### src/rtl/hk_byte_bridge.sv
`timescale 1ns/1ps
module hk_byte_bridge #(
  parameter logic [31:0] BASE_ADDR = 32'h2600_0000,
  parameter int          WIN_BITS  = 8,
  parameter int          REG_COUNT = 8,
  parameter logic [7:0]  RST_BASE  = 8'hA0
) (
  input  logic                clk,
  input  logic                rst,
  input  logic                wb_cyc_i,
  input  logic                wb_stb_i,
  input  logic                wb_we_i,
  input  logic [31:0]         wb_adr_i,
  input  logic [31:0]         wb_dat_i,
  input  logic [3:0]          wb_sel_i,
  output logic                wb_ack_o,
  output logic [31:0]         wb_dat_o,
  input  logic                fd_req_i,
  input  logic                fd_we_i,
  input  logic [WIN_BITS-1:0] fd_addr_i,
  input  logic [7:0]          fd_wdata_i,
  output logic [7:0]          fd_rdata_o
);
  localparam int AW = WIN_BITS;
  localparam int IW = (REG_COUNT > 1) ? $clog2(REG_COUNT) : 1;

  logic [7:0]  bank [REG_COUNT];
  logic        busy;
  logic [1:0]  idx;
  logic [31:0] gather;

  wire          hit      = (wb_adr_i[31:AW] == BASE_ADDR[31:AW]);
  wire          step     = busy && !fd_req_i;
  wire [AW-1:0] wb_baddr = {wb_adr_i[AW-1:2], idx};
  wire          wb_map   = (wb_baddr < AW'(REG_COUNT));
  wire          fd_map   = (fd_addr_i < AW'(REG_COUNT));
  wire [7:0]    wb_rbyte = wb_map ? bank[wb_baddr[IW-1:0]] : 8'h00;
  wire [7:0]    fd_rbyte = fd_map ? bank[fd_addr_i[IW-1:0]] : 8'h00;
  wire [7:0]    wb_wbyte = wb_dat_i[{idx, 3'b000} +: 8];

  assign wb_dat_o = gather;

  always_ff @(posedge clk) begin
    if (rst) begin
      for (int i = 0; i < REG_COUNT; i++) bank[i] <= RST_BASE + 8'(i);
    end else if (fd_req_i && fd_we_i && fd_map) begin
      bank[fd_addr_i[IW-1:0]] <= fd_wdata_i;
    end else if (step && wb_we_i && wb_sel_i[idx] && wb_map) begin
      bank[wb_baddr[IW-1:0]] <= wb_wbyte;
    end
  end

  always_ff @(posedge clk) begin
    if (rst) begin
      busy     <= 1'b0;
      idx      <= 2'd0;
      wb_ack_o <= 1'b0;
      gather   <= 32'h0;
    end else begin
      wb_ack_o <= step && (idx == 2'd3);
      if (!busy) begin
        if (wb_cyc_i && wb_stb_i && hit && !wb_ack_o) begin
          busy <= 1'b1;
          idx  <= 2'd0;
        end
      end else if (step) begin
        gather[{idx, 3'b000} +: 8] <= wb_rbyte;
        idx <= idx + 2'd1;
        if (idx == 2'd3) busy <= 1'b0;
      end
    end
  end

  always_ff @(posedge clk) begin
    if (rst)           fd_rdata_o <= 8'h00;
    else if (fd_req_i) fd_rdata_o <= fd_rbyte;
  end

  a_r4_ack_one_cycle: assert property (@(posedge clk) disable iff (rst)
    wb_ack_o |=> !wb_ack_o);
  a_r4_ack_after_busy: assert property (@(posedge clk) disable iff (rst)
    $rose(wb_ack_o) |-> $past(busy));
  a_r1_outside_ignored: assert property (@(posedge clk) disable iff (rst)
    (!busy && wb_cyc_i && wb_stb_i && !hit) |=> (!busy && !wb_ack_o));
  a_r8_fd_stall: assert property (@(posedge clk) disable iff (rst)
    (busy && fd_req_i) |=> (busy && $stable(idx) && !wb_ack_o));
  a_r9_needs_cyc_stb: assert property (@(posedge clk) disable iff (rst)
    (!busy && !(wb_cyc_i && wb_stb_i)) |=> !busy);
  a_r9_no_restart: assert property (@(posedge clk) disable iff (rst)
    wb_ack_o |=> !busy);
endmodule

### config.mk
export PLATFORM = sky130hd
export DESIGN_NAME = hk_byte_bridge
export DESIGN_NICKNAME = d
export VERILOG_FILES = /design/src/rtl/hk_byte_bridge.sv
export SDC_FILE = /design/constraint.sdc
export NUM_CORES = 1
export LEC_CHECK = 0
export BUFFER_PORTS_ARGS = -buffer_cell sky130_fd_sc_hd__buf_2
export CAP_MARGIN = 10
export CORE_ASPECT_RATIO = 0.7
export CORE_UTILIZATION = 57
export CTS_BUF_LIST = sky130_fd_sc_hd__clkbuf_8
export DETAILED_ROUTE_END_ITERATION = 16
export PLACE_DENSITY = 0.89
export SKIP_LAST_GASP = 1
export SLEW_MARGIN = 20
export SYNTH_ARGS = -nofsm -noshare
export SYNTH_HDL_FRONTEND = slang
export SYNTH_SLANG_ARGS = --single-unit
### constraint.sdc
create_clock -name clk -period 3 [get_ports clk]
set_clock_uncertainty 0.1 [all_clocks]
set_input_delay 0.15 -clock clk [delete_from_list [all_inputs] [get_ports clk]]
set_output_delay 0.15 -clock clk [all_outputs]
set_load 0.02 [all_outputs]
==> reports/results.txt <==
CTS Buf Count -> 9
per-cell routed wire length -> 21.9 µm
Multi-input gate area -> 0.00298 mm²
Critical Path Start Type -> flip-flop
1st-iter DRT viols -> 623
Mapped Cells -> 563
Final WS setup -> 0.271 ns
fin crit share -> 0.910
Core Rows -> 30
clk root buf -> clkbuf_8
pins over their slew limit -> 0
pre-CTS setup slack -> 0.319 ns
Final TNS setup -> 0 ns
Post-layout nets -> 782
first-pass GRT wire length -> 26800 µm
Mean Syn Cell Area -> 10.6 µm²
Worst-path clk slew -> 0.11 ns
pin count of the biggest net entering global routing -> 73
R2R Setup Slk -> 0.27 ns
Final GP Congestion -> 0.940
clock period minus worst slack -> 2.73 ns
Yosys cell types -> 54
Synth top area share -> 0.322
cell area power density -> 412 mW/mm²
vias post-DR -> 5312
Hold WC Path Type -> input port to flip-flop
worst-skew pair later-pin latency -> 0.41 ns
Die Y -> 87.7 µm
I/O Buffers -> 129
sequential power share -> 0.570
vias in the first global route -> 4934
f_max -> 0.366 GHz
Area Overhead vs Synth -> 16.6%
total of max-cap violations -> 0
initial core utilization -> 0.601
synth warn -> 0
Max clock buf depth -> 2
Final HPWL DP -> 13400 µm
clock share of power -> 0.328
Least-Margin Pin Slew -> 0.873 ns
Worst IR Drop VDD -> 210 µV
Ant. Diodes -> 0
Setup crit end kind -> flip-flop
Die ar. -> 0.0109 mm²
gr usage total -> 0.330
routed wire length -> 17900 µm
ys flop type -> edfxtp_1
Synth area leaders -> edfxtp_1, dfxtp_1, mux4_2, nor2_1, mux2i_1
H-Tree Depth -> 3
RSZ-0062 raised after global routing -> no
syn nets -> 659
Seq cells post-synth -> 108
initial antenna violation count -> 0
number of synthesized flops with an enable pin -> 64
final hold viol count -> 0
Final setup viols -> 0
Die X -> 124 µm
fraction of layout cells with a size suffix above 1 -> 0.313
outcome -> completed
Rel. slew slack -> 0.417
clock sink total -> 108
Logic pwr share -> 0.102
Setup CP Type -> flip-flop to flip-flop
CP max FO -> 12
core area -> 0.00995 mm²
Ports -> 132
critical path arrival -> 2.71 ns
Synth area leader -> edfxtp_1
Vias/cell -> 6.49
Pre-antenna DRT Iters -> 5
Pleak -> 0.00266 µW
Synth Cell Area -> 0.00597 mm²
Reg area -> 0.00281 mm²
most common cell after layout, fill and taps aside -> buf_2
sequential cell area fraction in the yosys report -> 0.469
CTS tree -> done
switching share of power -> 0.275
internal power -> 2080 µW
fillers -> 707
commonest cells after routing, fill and taps aside -> buf_2, nor2_1, nand2_1
sw power -> 790 µW
async set-reset flop share out of synthesis -> 0
antenna-violating nets left -> 0
Req. time, crit path -> 2.98 ns
gr ovfl total -> 0
# DRC -> 0
==> timing repair <==
action / CTS / global route
hold endpoints to repair: 1 / 0
hold buffers: 2 / 0
setup buffers: 0 / 0
gates resized for setup: 0 / 0
==> flip-flops by register name (all words and copies together), names as in the netlist <==
name        count
fd_rdata_o      8
wb_dat_o       32
idx             2
bank           64
wb_ack_o        1
busy            1
==> cell type report <==
cell class,count,share of cell area
clock buffers,9,0.0178
clock inverters,7,0.0128
inverters,5,0.00269
multi-input cells,416,0.427
flip-flops and latches,108,0.403
well taps,128,0.0230
repair buffers,146,0.114
==> synth_stat cells, drive strengths merged (2+ instances only) <==
cell type and number:
or3 2, mux4 21, or2 5, and4 2, o21ai 7, a22o 2
a21o 5, a2111oi 8, a211oi 10, clkbuf 15, buf 19, dfxtp 44
o211a 9, nor4b 8, a21oi 28, ha 5, nand3b 2, nor2 86
a311oi 2, edfxtp 64, and2 3, mux2 12, and3 2, nand4 3
nand2b 13, o22ai 2, nor2b 11, o211ai 9, nand2 65, a22oi 34
nand3 17, mux2i 29, nor4 5, inv 3, clkinv 2
==> critical path, cell delays in order (launching register included) <==
cell,delay (ns)
dfxtp_4,0.38
mux4_2,0.53
nand4_2,0.24
buf_4,0.22
buf_4,0.20
mux2_2,0.38
nand2_1,0.09
nand2b_1,0.26
==> stage by stage <==
step / power [µW] / instances / instance area [µm²] / util / hold slack (ns)
2_1_floorplan: 1820 / 563 / 5970 / - / 0.275
3_3_place_gp: 1930 / 801 / 6730 / 0.677 / 0.364
3_5_place_dp: 1950 / 801 / 6730 / 0.677 / 0.378
4_1_cts: 2850 / 819 / 6970 / 0.700 / 0.00227
5_1_grt: 2940 / 819 / 6970 / 0.700 / 0.0356
6_report: 2870 / 819 / 6970 / 0.700 / 0.00553
==> kinds of logic (layout without fill, tap and decap cells) <==
group	count (synthesis)	after routing	synth area share
compound gates	122	122	0.155
flops	108	108	0.469
fa+ha+maj	5	5	0.0105
buf+inv	39	167	0.0327
simple gates	227	227	0.182
mux	62	62	0.150
==> layer usage <==
metal / share of wire / vias up / track usage / wire length [µm]
met5: 0 / - / 0 / 0
met4: 0.020 / 0 / 0.126 / 367
met3: 0.14 / 40 / 0.0990 / 2450
met2: 0.45 / 357 / 0.499 / 8130
met1: 0.39 / 2541 / 0.453 / 6980
li1: - / 2374 / - / -
==> worst paths after layout <==
kind            startpoint             to  cells past startpoint
max                 idx[0]     bank[2][0]                      7
min           wb_adr_i[24]           busy                      4
max reg2reg         idx[0]     bank[2][0]                      7
min reg2reg  fd_rdata_o[4]  fd_rdata_o[4]                      2
==> power by group through the flow <==
stage          registers [µW]  clock network [µW]  logic [µW]
2_1_floorplan            1660                   0         162
3_3_place_gp             1660                   0         272
3_5_place_dp             1670                   0         283
4_1_cts                  1630                 931         286
5_1_grt                  1640                 989         310
6_report                 1640                 942         292
No activity file was read; power rests on OpenSTA's default activity.
